--- config.mk ---
export PLATFORM = sky130hd
export DESIGN_NAME = render_csr
export DESIGN_NICKNAME = d
export VERILOG_FILES = /design/src/rtl/render_csr.sv
export SDC_FILE = /design/constraint.sdc
export NUM_CORES = 2
export LEC_CHECK = 0
export BUFFER_PORTS_ARGS = -buffer_cell sky130_fd_sc_hd__buf_2
export CAP_MARGIN = 20
export CORE_MARGIN = 3
export CORE_UTILIZATION = 30
export DETAILED_ROUTE_END_ITERATION = 7
export SLEW_MARGIN = 10
export SYNTH_ARGS = -nofsm -noshare
export SYNTH_HDL_FRONTEND = slang
export SYNTH_MEMORY_MAX_BITS = 65536
export SYNTH_SLANG_ARGS = --single-unit
--- constraint.sdc ---
create_clock -name clk -period 9.1 [get_ports clk]
set_input_delay 1.365 -clock clk [delete_from_list [all_inputs] [get_ports clk]]
set_output_delay 1.365 -clock clk [all_outputs]
set_load 0.1 [all_outputs]
--- src/rtl/render_csr.sv ---
module render_csr #(
  parameter int          QDEPTH    = 8,
  parameter logic [7:0]  ARCH_CODE = 8'h01,
  parameter logic [7:0]  CHIP_REV  = 8'h03
) (
  input  logic        clk,
  input  logic        rst_n,
  input  logic [10:0] bus_waddr,
  input  logic        bus_wr,
  input  logic        bus_rd,
  input  logic [31:0] bus_wdata,
  output logic [31:0] bus_rdata,
  output logic        bus_rvalid,
  output logic        ins_valid,
  output logic [31:0] ins_word,
  input  logic        ins_ack,
  input  logic [5:0]  eng_err,
  input  logic        eng_wrote,
  output logic        irq,
  output logic        run,
  output logic        pb_check,
  output logic [31:0] page_lo,
  output logic [31:0] page_hi,
  output logic [31:0] plane_mask,
  output logic [7:0]  rop_code
);
  localparam int QAW  = (QDEPTH > 1) ? $clog2(QDEPTH) : 1;
  localparam int NREG = 128;
  localparam logic [9:0] A_CTRL = 10'd0,  A_ERR = 10'd1,  A_PBL  = 10'd2,  A_PBH = 10'd3;
  localparam logic [9:0] A_PM   = 10'd4,  A_ROP = 10'd5,  A_OVF  = 10'd6,  A_DIAG = 10'd7;
  localparam logic [9:0] A_INS  = 10'd8,  A_ID  = 10'd10, A_R0I  = 10'd11, A_SRST = 10'd12;
  localparam logic [9:0] A_DIR  = 10'd64, A_QUE = 10'd192, A_END = 10'd320;
  localparam logic [QAW:0] QFULL = (QAW+1)'(QDEPTH);

  logic [9:0] off;
  logic       mir;
  assign off = bus_waddr[9:0];
  assign mir = bus_waddr[10];

  logic       in_dir, in_que;
  logic [6:0] dir_idx, que_idx;
  assign in_dir  = (off >= A_DIR) && (off < A_QUE);
  assign in_que  = (off >= A_QUE) && (off < A_END);
  assign dir_idx = 7'(off - A_DIR);
  assign que_idx = 7'(off - A_QUE);

  logic [5:0]  ee_q, err_q;
  logic        ei_q, pb_q, wo_q, go_q, diag_q;
  logic [31:0] pbl_q, pbh_q, pm_q, ovf_q, r0i_q;
  logic [7:0]  rop_q;

  logic w_ctrl, w_err, w_ovf, w_ins, w_srst;
  assign w_ctrl = bus_wr && off == A_CTRL;
  assign w_err  = bus_wr && off == A_ERR;
  assign w_ovf  = bus_wr && off == A_OVF;
  assign w_ins  = bus_wr && off == A_INS;
  assign w_srst = bus_wr && off == A_SRST;

  logic is_mem, rej_mem, w_dir, dir_ok, dir_bad, w_que, push_req;
  assign is_mem   = bus_wdata[31:28] == 4'h8;
  assign rej_mem  = w_ins && is_mem && !diag_q;
  assign w_dir    = bus_wr && in_dir;
  assign dir_ok   = w_dir && !go_q;
  assign dir_bad  = w_dir && go_q;
  assign w_que    = bus_wr && in_que;
  assign push_req = (w_ins && !rej_mem) || w_que;

  logic [31:0]    q_data [QDEPTH];
  logic [6:0]     q_idx  [QDEPTH];
  logic           q_ps   [QDEPTH];
  logic [QAW-1:0] wp, rp;
  logic [QAW:0]   cnt;
  logic           full, hv, push, pseudo_pop, pop;

  assign full       = cnt == QFULL;
  assign hv         = cnt != '0;
  assign push       = push_req && !full;
  assign ins_valid  = go_q && hv && !q_ps[rp];
  assign ins_word   = q_data[rp];
  assign pseudo_pop = go_q && hv && q_ps[rp];
  assign pop        = pseudo_pop || (ins_valid && ins_ack);

  function automatic logic [QAW-1:0] bump(input logic [QAW-1:0] p);
    return (p == QAW'(QDEPTH - 1)) ? '0 : p + 1'b1;
  endfunction

  always_ff @(posedge clk or negedge rst_n)
    if (!rst_n) begin
      wp <= '0; rp <= '0; cnt <= '0;
    end else if (w_srst) begin
      wp <= '0; rp <= '0; cnt <= '0;
    end else begin
      if (push) wp <= bump(wp);
      if (pop)  rp <= bump(rp);
      cnt <= cnt + {{QAW{1'b0}}, push} - {{QAW{1'b0}}, pop};
    end

  always_ff @(posedge clk)
    if (push) begin
      q_data[wp] <= bus_wdata;
      q_idx[wp]  <= que_idx;
      q_ps[wp]   <= w_que;
    end

  logic [31:0] rf [NREG];
  always_ff @(posedge clk)
    if (w_srst)          rf[0]         <= r0i_q;
    else if (dir_ok)     rf[dir_idx]   <= bus_wdata;
    else if (pseudo_pop) rf[q_idx[rp]] <= q_data[rp];

  logic [5:0] new_err, err_clr;
  assign new_err = eng_err | {push_req && full, 1'b0, dir_bad, 2'b00, rej_mem};
  assign err_clr = w_err ? bus_wdata[5:0] : 6'd0;
  assign irq     = ei_q && (err_q != 6'd0);

  always_ff @(posedge clk or negedge rst_n)
    if (!rst_n) begin
      ee_q <= '0; ei_q <= 1'b0; pb_q <= 1'b0; wo_q <= 1'b0; go_q <= 1'b0;
      err_q <= '0; pbl_q <= '0; pbh_q <= '0; pm_q <= '0; rop_q <= '0;
      ovf_q <= '0; diag_q <= 1'b0; r0i_q <= '0;
    end else begin
      if (w_ctrl) begin
        ee_q <= bus_wdata[5:0];
        ei_q <= bus_wdata[7];
        pb_q <= bus_wdata[12];
      end
      if (w_srst)      go_q <= 1'b0;
      else if (w_ctrl) go_q <= bus_wdata[14];
      wo_q  <= (wo_q && !(w_ctrl && bus_wdata[13])) || eng_wrote;
      err_q <= w_srst ? 6'd0 : ((err_q & ~err_clr) | (new_err & ee_q));
      if (bus_wr && off == A_PBL && !mir) pbl_q <= bus_wdata;
      if (bus_wr && off == A_PBH && !mir) pbh_q <= bus_wdata;
      if (bus_wr && off == A_PM)   pm_q   <= bus_wdata;
      if (bus_wr && off == A_ROP)  rop_q  <= bus_wdata[7:0];
      if (bus_wr && off == A_DIAG) diag_q <= bus_wdata[0];
      if (bus_wr && off == A_R0I)  r0i_q  <= bus_wdata;
      if (w_ovf)                 ovf_q <= '0;
      else if (push_req && full) ovf_q <= ovf_q + 32'd1;
    end

  logic [31:0] rd_val;
  always_comb begin
    rd_val = '0;
    case (off)
      A_CTRL: rd_val = {16'd0, !hv, go_q, wo_q, pb_q, 4'd0, ei_q, 1'b0, ee_q};
      A_ERR:  rd_val = {24'd0, irq, 1'b0, err_q};
      A_PBL:  rd_val = pbl_q;
      A_PBH:  rd_val = pbh_q;
      A_PM:   rd_val = pm_q;
      A_ROP:  rd_val = {24'd0, rop_q};
      A_OVF:  rd_val = ovf_q;
      A_DIAG: rd_val = {31'd0, diag_q};
      A_ID:   rd_val = {16'd0, CHIP_REV, ARCH_CODE};
      A_R0I:  rd_val = r0i_q;
      default:
        if (in_dir)      rd_val = rf[dir_idx];
        else if (in_que) rd_val = rf[que_idx];
    endcase
  end

  always_ff @(posedge clk or negedge rst_n)
    if (!rst_n) begin
      bus_rdata <= '0; bus_rvalid <= 1'b0;
    end else begin
      bus_rvalid <= bus_rd;
      if (bus_rd) bus_rdata <= rd_val;
    end

  assign run        = go_q;
  assign pb_check   = pb_q;
  assign page_lo    = pbl_q;
  assign page_hi    = pbh_q;
  assign plane_mask = pm_q;
  assign rop_code   = rop_q;

  assert_no_overflow_R5: assert property (@(posedge clk) disable iff (!rst_n)
    cnt <= QFULL);
  assert_ovf_step_R5: assert property (@(posedge clk) disable iff (!rst_n)
    (push_req && full && !w_ovf) |=> ovf_q == $past(ovf_q) + 32'd1);
  assert_offer_runs_R3: assert property (@(posedge clk) disable iff (!rst_n)
    ins_valid |-> run);
  assert_direct_blocked_R6: assert property (@(posedge clk) disable iff (!rst_n)
    (dir_bad && ee_q[3]) |=> err_q[3]);
  assert_soft_reset_R10: assert property (@(posedge clk) disable iff (!rst_n)
    w_srst |=> (!go_q && cnt == '0 && err_q == 6'd0));
  assert_irq_gated_R9: assert property (@(posedge clk) disable iff (!rst_n)
    irq |-> ei_q);
endmodule

# [Yosys cells after proc, flatten, opt, wreduce, memory -nomap -nowiden]
# Memory sizes are Yosys's and may differ from the RTL's.
# Index checks and enable logic that the tools add are counted.
[word_totals] reg_bits=228 ramBits=4416 in_bits=55 elab_cells=137 memories=4
[mem_list] memory="rf" depth=128 width=32 read_ports=2 rd_clocked_by_memory_dff=0 wr=1 line="105" text="logic [31:0] rf [NREG];"
[mem_list] memory="q_data" depth=8 width=32 read_ports=1 rd_clocked_by_memory_dff=0 wr=1 line="68" text="logic [31:0] q_data [QDEPTH];"
[mem_list] memory="q_idx" depth=8 width=7 read_ports=1 rd_clocked_by_memory_dff=0 wr=1 line="69" text="logic [6:0] q_idx [QDEPTH];"
[mem_list] memory="q_ps" depth=8 width=1 read_ports=1 rd_clocked_by_memory_dff=0 wr=1 line="70" text="logic q_ps [QDEPTH];"
[op_classes] addsub=7 order_cmp=4 eq_ne=15 muxes=33 bitwise_logic=5 reduce_logical=51
[op_table] cell="one-hot mux 32 bit (10 select lines)" n=1
[op_table] cell="2-to-1 mux 32 bit" n=6
[op_table] cell="OR reduction 32 bit" n=2
[op_table] cell="== test 10 x 3 -> 1 bit (second input constant)" n=4
[op_table] cell="== test 10 x 4 -> 1 bit (second input constant)" n=4
[op_table] cell="adder 32 x 1 -> 32 bit (second input constant)" n=1
[op_table] cell="logical AND 1 bit" n=31
[op_table] cell="== test 10 x 2 -> 1 bit (second input constant)" n=2
[op_table] cell="2-to-1 mux 3 bit" n=6
[op_table] cell="2-to-1 mux 1 bit" n=15
[op_table] cell="2-to-1 mux 7 bit" n=2
[op_table] cell="subtractor 7 bit (second input constant)" n=2
[op_table] cell="bitwise AND 6 bit" n=2
[op_table] cell="2-to-1 mux 6 bit" n=2
[op_table] cell="bitwise OR 6 bit" n=2
[op_table] cell="== test 10 x 1 -> 1 bit (second input constant)" n=1
[op_table] cell=">= comparator 10 x 7 -> 1 bit (second input constant)" n=1
[op_table] cell=">= comparator 10 x 8 -> 1 bit (second input constant)" n=1
[op_table] cell="logical NOT 10 bit" n=1
[op_table] cell="< comparator 10 x 8 -> 1 bit (second input constant)" n=1
[op_table] cell="< comparator 10 x 9 -> 1 bit (second input constant)" n=1
[op_table] cell="== test 4 bit (second input constant)" n=2
[op_table] cell="logical NOT 1 bit" n=8
[op_table] cell="nonzero test 2 bit" n=4
[op_table] cell="9 further kinds" n=13

# [Depth between registers and ports, before layout]
[depth] ltp_word=12 depth_mapped=13

# [Worst setup path after synthesis]
# OpenSTA, ideal clock, no wires.
[synth_timing] path_kind="input-to-reg" start="in bus_waddr[5]" end="mem rf[0][23] (data pin)" t_arrival_ns=8.102 required_ns=7.903 slack_ns=-0.199 stages=9 path_buffers=5 cell_sequence="buf_2 nor4_1 and4_1 buf_2 and3b_1 clkbuf_1 clkbuf_1 clkbuf_1 o21ai_0"
[synth_between] elab_chain_cells=10 word_cells_on_any_way=17 cone_classes="order compare (2); eq/ne (1); mux (8); reduce/logical (6)"
[synth_rtl] element="start: declaration" line="8" text="input logic [10:0] bus_waddr,"
[synth_rtl] element=">= comparator 10 x 7 -> 1 bit / < comparator 10 x 8 -> 1 bit (equally long branches)" line="42" text="assign in_dir = (off >= A_DIR) && (off < A_QUE);"
[synth_rtl] element="logical AND 1 bit" line="42"
[synth_rtl] element="logical AND 1 bit" line="62" text="assign w_dir = bus_wr && in_dir;"
[synth_rtl] element="logical AND 1 bit" line="63" text="assign dir_ok = w_dir && !go_q;"
[synth_rtl] element="2-to-1 mux 1 bit" line="108" text="else if (dir_ok) rf[dir_idx] <= bus_wdata;"
[synth_rtl] element="2-to-1 mux 1 bit" line="107" text="if (w_srst) rf[0] <= r0i_q;"
[synth_rtl] element="2-to-1 mux 1 bit (implied by the code)" line="108"
[synth_rtl] element="OR reduction 32 bit (no line)"
[synth_rtl] element="2-to-1 mux 32 bit (no line)"
[synth_rtl] element="2-to-1 mux 32 bit (no line) (*)"
[synth_rtl] element="end: declaration" line="105"
# Every way passes the cells marked *; elsewhere a longest branch is shown, timed or not.

# [Final worst setup path]
[layout_timing] start="in bus_waddr[3]" end="mem rf[127][19], enable pin"
[layout_between] elab_chain_cells=10 word_cells_on_any_way=22 cone_classes="add/sub (1); order compare (2); eq/ne (1); mux (12); reduce/logical (6)"
[layout_rtl] element=">= comparator 10 x 7 -> 1 bit / < comparator 10 x 8 -> 1 bit (equally long branches)" line="42"
[layout_rtl] element="logical AND 1 bit" line="42"
[layout_rtl] element="logical AND 1 bit" line="62"
[layout_rtl] element="logical AND 1 bit" line="63"
[layout_rtl] element="2-to-1 mux 1 bit" line="108"
[layout_rtl] element="2-to-1 mux 1 bit" line="107"
[layout_rtl] element="2-to-1 mux 1 bit (implied by the code)" line="108"
[layout_rtl] element="OR reduction 32 bit (no line)"
[layout_rtl] element="2-to-1 mux 7 bit (no line) / 2-to-1 mux 1 bit (equally long branches) (2 in a row)"
# Several ways; a longest one is shown, not always the timed one.

==> reports/metrics.csv <==
metric,value,unit
status,"finished, violations left",
failed_checks,"DRC, slew limit",
worst-setup-path-type,in2reg,
cts_tree,yes,
grt_pass1_vias,91500,
dieWidth,779,um
first_iter_violations,14900,
cts_resized,0,
design_area,209000,um2
synth_xor_area_frac,0.00127,
synth_edf_count,4416,
setup_viol,0,
rsz0062_at_grt,no,
post-route-period-util,0.677,
hold_viol,0,
p_int,35000,uW
clkLatencyLatePin,1.00,ns
drtPass1Iterations,8,
hpwlAfterDp,332000,um
required,9.76,ns
ys_seq_area_frac,0.772,
async_reset_ff_frac,0.0491,
syn-num-nets,8682,
seq_power_share,0.518,
power,45300,uW
groute.usage.overall,0.177,
fin_crit,6.16,ns
dpl_worst_slack,1.80,ns
area_growth,16.4,%
numPortBuffers,227,
worst_pin_slew,1.62,ns
p_sw_frac,0.228,
syn_area,179000,um2
syn_inst,8615,
antenna_found_initial,48,
slew_headroom,-0.0799,
r2r-end,rf[127][19]$_DFFE_PP_,
io_pins,228,
rows,283,
ys_ff_latch,4644,
drv_cap,0,
cts_setup_buffers,0,
grt_max_degree,151,
synth_ff_type,edfxtp_1,
max_freq,162,MHz
cts_buffers,450,
rrSetupSlack,3.18,ns
r2r_cells,9,
core,595000,um2
synth-compound-area-share,0.0358,
htreeDepth,5,
synth_top_family_by_area,multiplexers,
globalplace.congestion,0.877,
cp.arrival,6.82,ns
routed_wl,555000,um
powerDensity,217,nW/um2
power_leakage,0.0656,uW
setup_ws,2.94,ns
dieArea,607000,um2
ant_nets,0,
vdd_drop_max,169,uV
fin_hold_ws,0.434,ns
cts.sinks,4644,
synth.mux.area_fraction,0.156,
pwr-share-comb,0.067,
clkPwrFrac,0.415,
r2r-start,rp[1]$_DFFE_PN0P_,
grt_overflow_total,0,
avgSynthCellArea,20.8,um2
cp_max_fo,67,
drv_slew,62,
cp-start-kind,input port,
grt_pass1_wl,762000,um
post_dp_cell_area,192000,um2
route.detailed.wl_per_inst,32.0,um
holdBufCountCts,0,
p_sw,10300,uW
end_kind,flip-flop,
start_util,0.301,
drc,2,
viasPerCell,5.45,
drive_above_1_share,0.265,
root_buffer,clkbuf_16,
synth_cell_types,76,
die_h,779,um
route.vias.total,94500,
finClkSkew,0.0531,ns
synth-simple-area-share,0.0223,
yosys.area_share.adder,0.000880,
ctsLongestPathBuffers,4,
hp-class,in2async,
yosys_warnings,0,
clkTransAtPathRegs,0.06,ns
final_nets,9177,
final_util,0.351,
## per-layer routing
layer,routed length [um],global-route usage
met1,211000,0.239
met3,68900,0.0507
met2,251000,0.271
met4,24700,0.0702
met5,268,0
## placed cells by master, fill, tap and decap left out, drive strengths merged, types with 13 or more instances in the layout
cell / instances
a22oi: 183
a31oi: 22
a21oi: 126
nand2: 258
a222oi: 27
nor4: 34
nor3: 65
a311oi: 13
nand3: 50
buf: 534
diode: 20
a211oi: 54
clkbuf: 564
clkinv: 199
nor2: 354
a22o: 34
dfrtp: 228
nand4: 24
o21ai: 111
a221oi: 55
mux4: 911
xnor2: 17
mux2: 185
bufinv: 51
inv: 32
o221ai: 74
clkinvlp: 14
o22ai: 116
edfxtp: 4416
mux2i: 528
or3: 20
## worst max path at each step
stage,start,to,slack [ns],cells after the start
6_report,bus_waddr[3],rf[127][19]$_DFFE_PP_,2.94,10
5_1_grt,bus_waddr[3],rf[127][8]$_DFFE_PP_,2.88,10
3_3_place_gp,bus_waddr[3],rf[1][16]$_DFFE_PP_,1.73,9
2_1_floorplan,bus_waddr[5],rf[0][23]$_DFFE_PP_,-0.20,9
4_1_cts,bus_waddr[3],rf[43][16]$_DFFE_PP_,2.83,9
3_5_place_dp,bus_waddr[3],rf[43][16]$_DFFE_PP_,1.80,9
## worst max-delay path, cell delays in order
cell and delay, ns:
clkbuf_8 0.32, and2_4 0.59, and4_1 0.37, buf_4 0.24, nand3b_1 0.29, o22ai_1 0.79
nand3_2 0.95, buf_4 0.63, nor2_4 0.60, buf_4 0.41
## stage by stage
step	TNS, ns	std cells
6_report	0	17400
4_1_cts	0	17300
3_5_place_dp	0	16400
5_1_grt	0	17300
3_3_place_gp	0	16400
2_1_floorplan	-726.39	8615
## power groups by stage
stage	Sequential (uW)	Clock [uW]	Combinational (uW)
finish	23500	18800	3030
global placement	23900	0	2920
CTS	23500	19000	2970
global route	23500	19800	3110
detailed placement	23900	0	2960
floorplan	24100	0	1570
## layout make-up
| cell class | count | area [um2] |
|---|---|---|
| Fill cell | 54300 | 386000 |
| Sequential cell | 4644 | 138000 |
| Multi-Input combinational cell | 3457 | 40300 |
| Clock buffer | 560 | 11900 |
| Tap cell | 7837 | 9810 |
| Timing Repair Buffer | 538 | 5240 |
| Clock inverter | 277 | 2820 |
| Inverter | 19 | 81.3 |
| Antenna cell | 20 | 50.0 |
## registers in the layout (all words and copies together), names as in the netlist, 3 cells and up
signal	count
err_q	6
bus_rdata	32
rf	4096
page_lo	32
ee_q	6
cnt	4
plane_mask	32
q_ps	8
rop_code	8
page_hi	32
wp	3
ovf_q	32
q_idx	56
q_data	256
rp	3
r0i_q	32
## cell families (layout without fill, tap and decap cells)
kind of cell             count (synthesis)  after routing
flip-flops                            4644           4644
multiplexers                          1624           1624
AO/OA/AOI/OAI                          902            902
AND/OR/NAND/NOR                        893            893
buffers and inverters                  514           1394
XOR/XNOR                                26             26
adder cells (fa/ha/maj)                 12             12
other                                    0             20
## cells in the mapped netlist, types with 12 or more instances
| master | number | area share |
|---|---|---|
| a311oi_1 | 13 | 0.00064 |
| mux4_2 | 911 | 0.11 |
| o21ai_0 | 111 | 0.0031 |
| o221ai_1 | 74 | 0.0036 |
| nand3_1 | 50 | 0.0014 |
| a21oi_1 | 126 | 0.0035 |
| nand4_1 | 24 | 0.00084 |
| buf_2 | 210 | 0.0059 |
| nor2_1 | 354 | 0.0074 |
| nor4_1 | 33 | 0.0012 |
| mux2i_1 | 528 | 0.029 |
| edfxtp_1 | 4416 | 0.74 |
| a31oi_1 | 22 | 0.00077 |
| o22ai_1 | 116 | 0.0040 |
| a221oi_1 | 55 | 0.0027 |
| xnor2_1 | 17 | 0.00083 |
| nand2b_1 | 12 | 0.00042 |
| nand2_1 | 258 | 0.0054 |
| or3_1 | 20 | 0.00070 |
| buf_1 | 71 | 0.0015 |
| a211oi_1 | 54 | 0.0023 |
| inv_1 | 19 | 0.00040 |
| nand3b_1 | 12 | 0.00050 |
| nor3_1 | 65 | 0.0018 |
| nor2b_1 | 12 | 0.00042 |
| dfrtp_1 | 228 | 0.032 |
| a222oi_1 | 27 | 0.0015 |
| a22o_1 | 34 | 0.0017 |
| clkbuf_1 | 203 | 0.0043 |
| a22oi_1 | 183 | 0.0077 |
| mux2_2 | 185 | 0.012 |
Note: power is estimated with default switching activity, not from simulation.
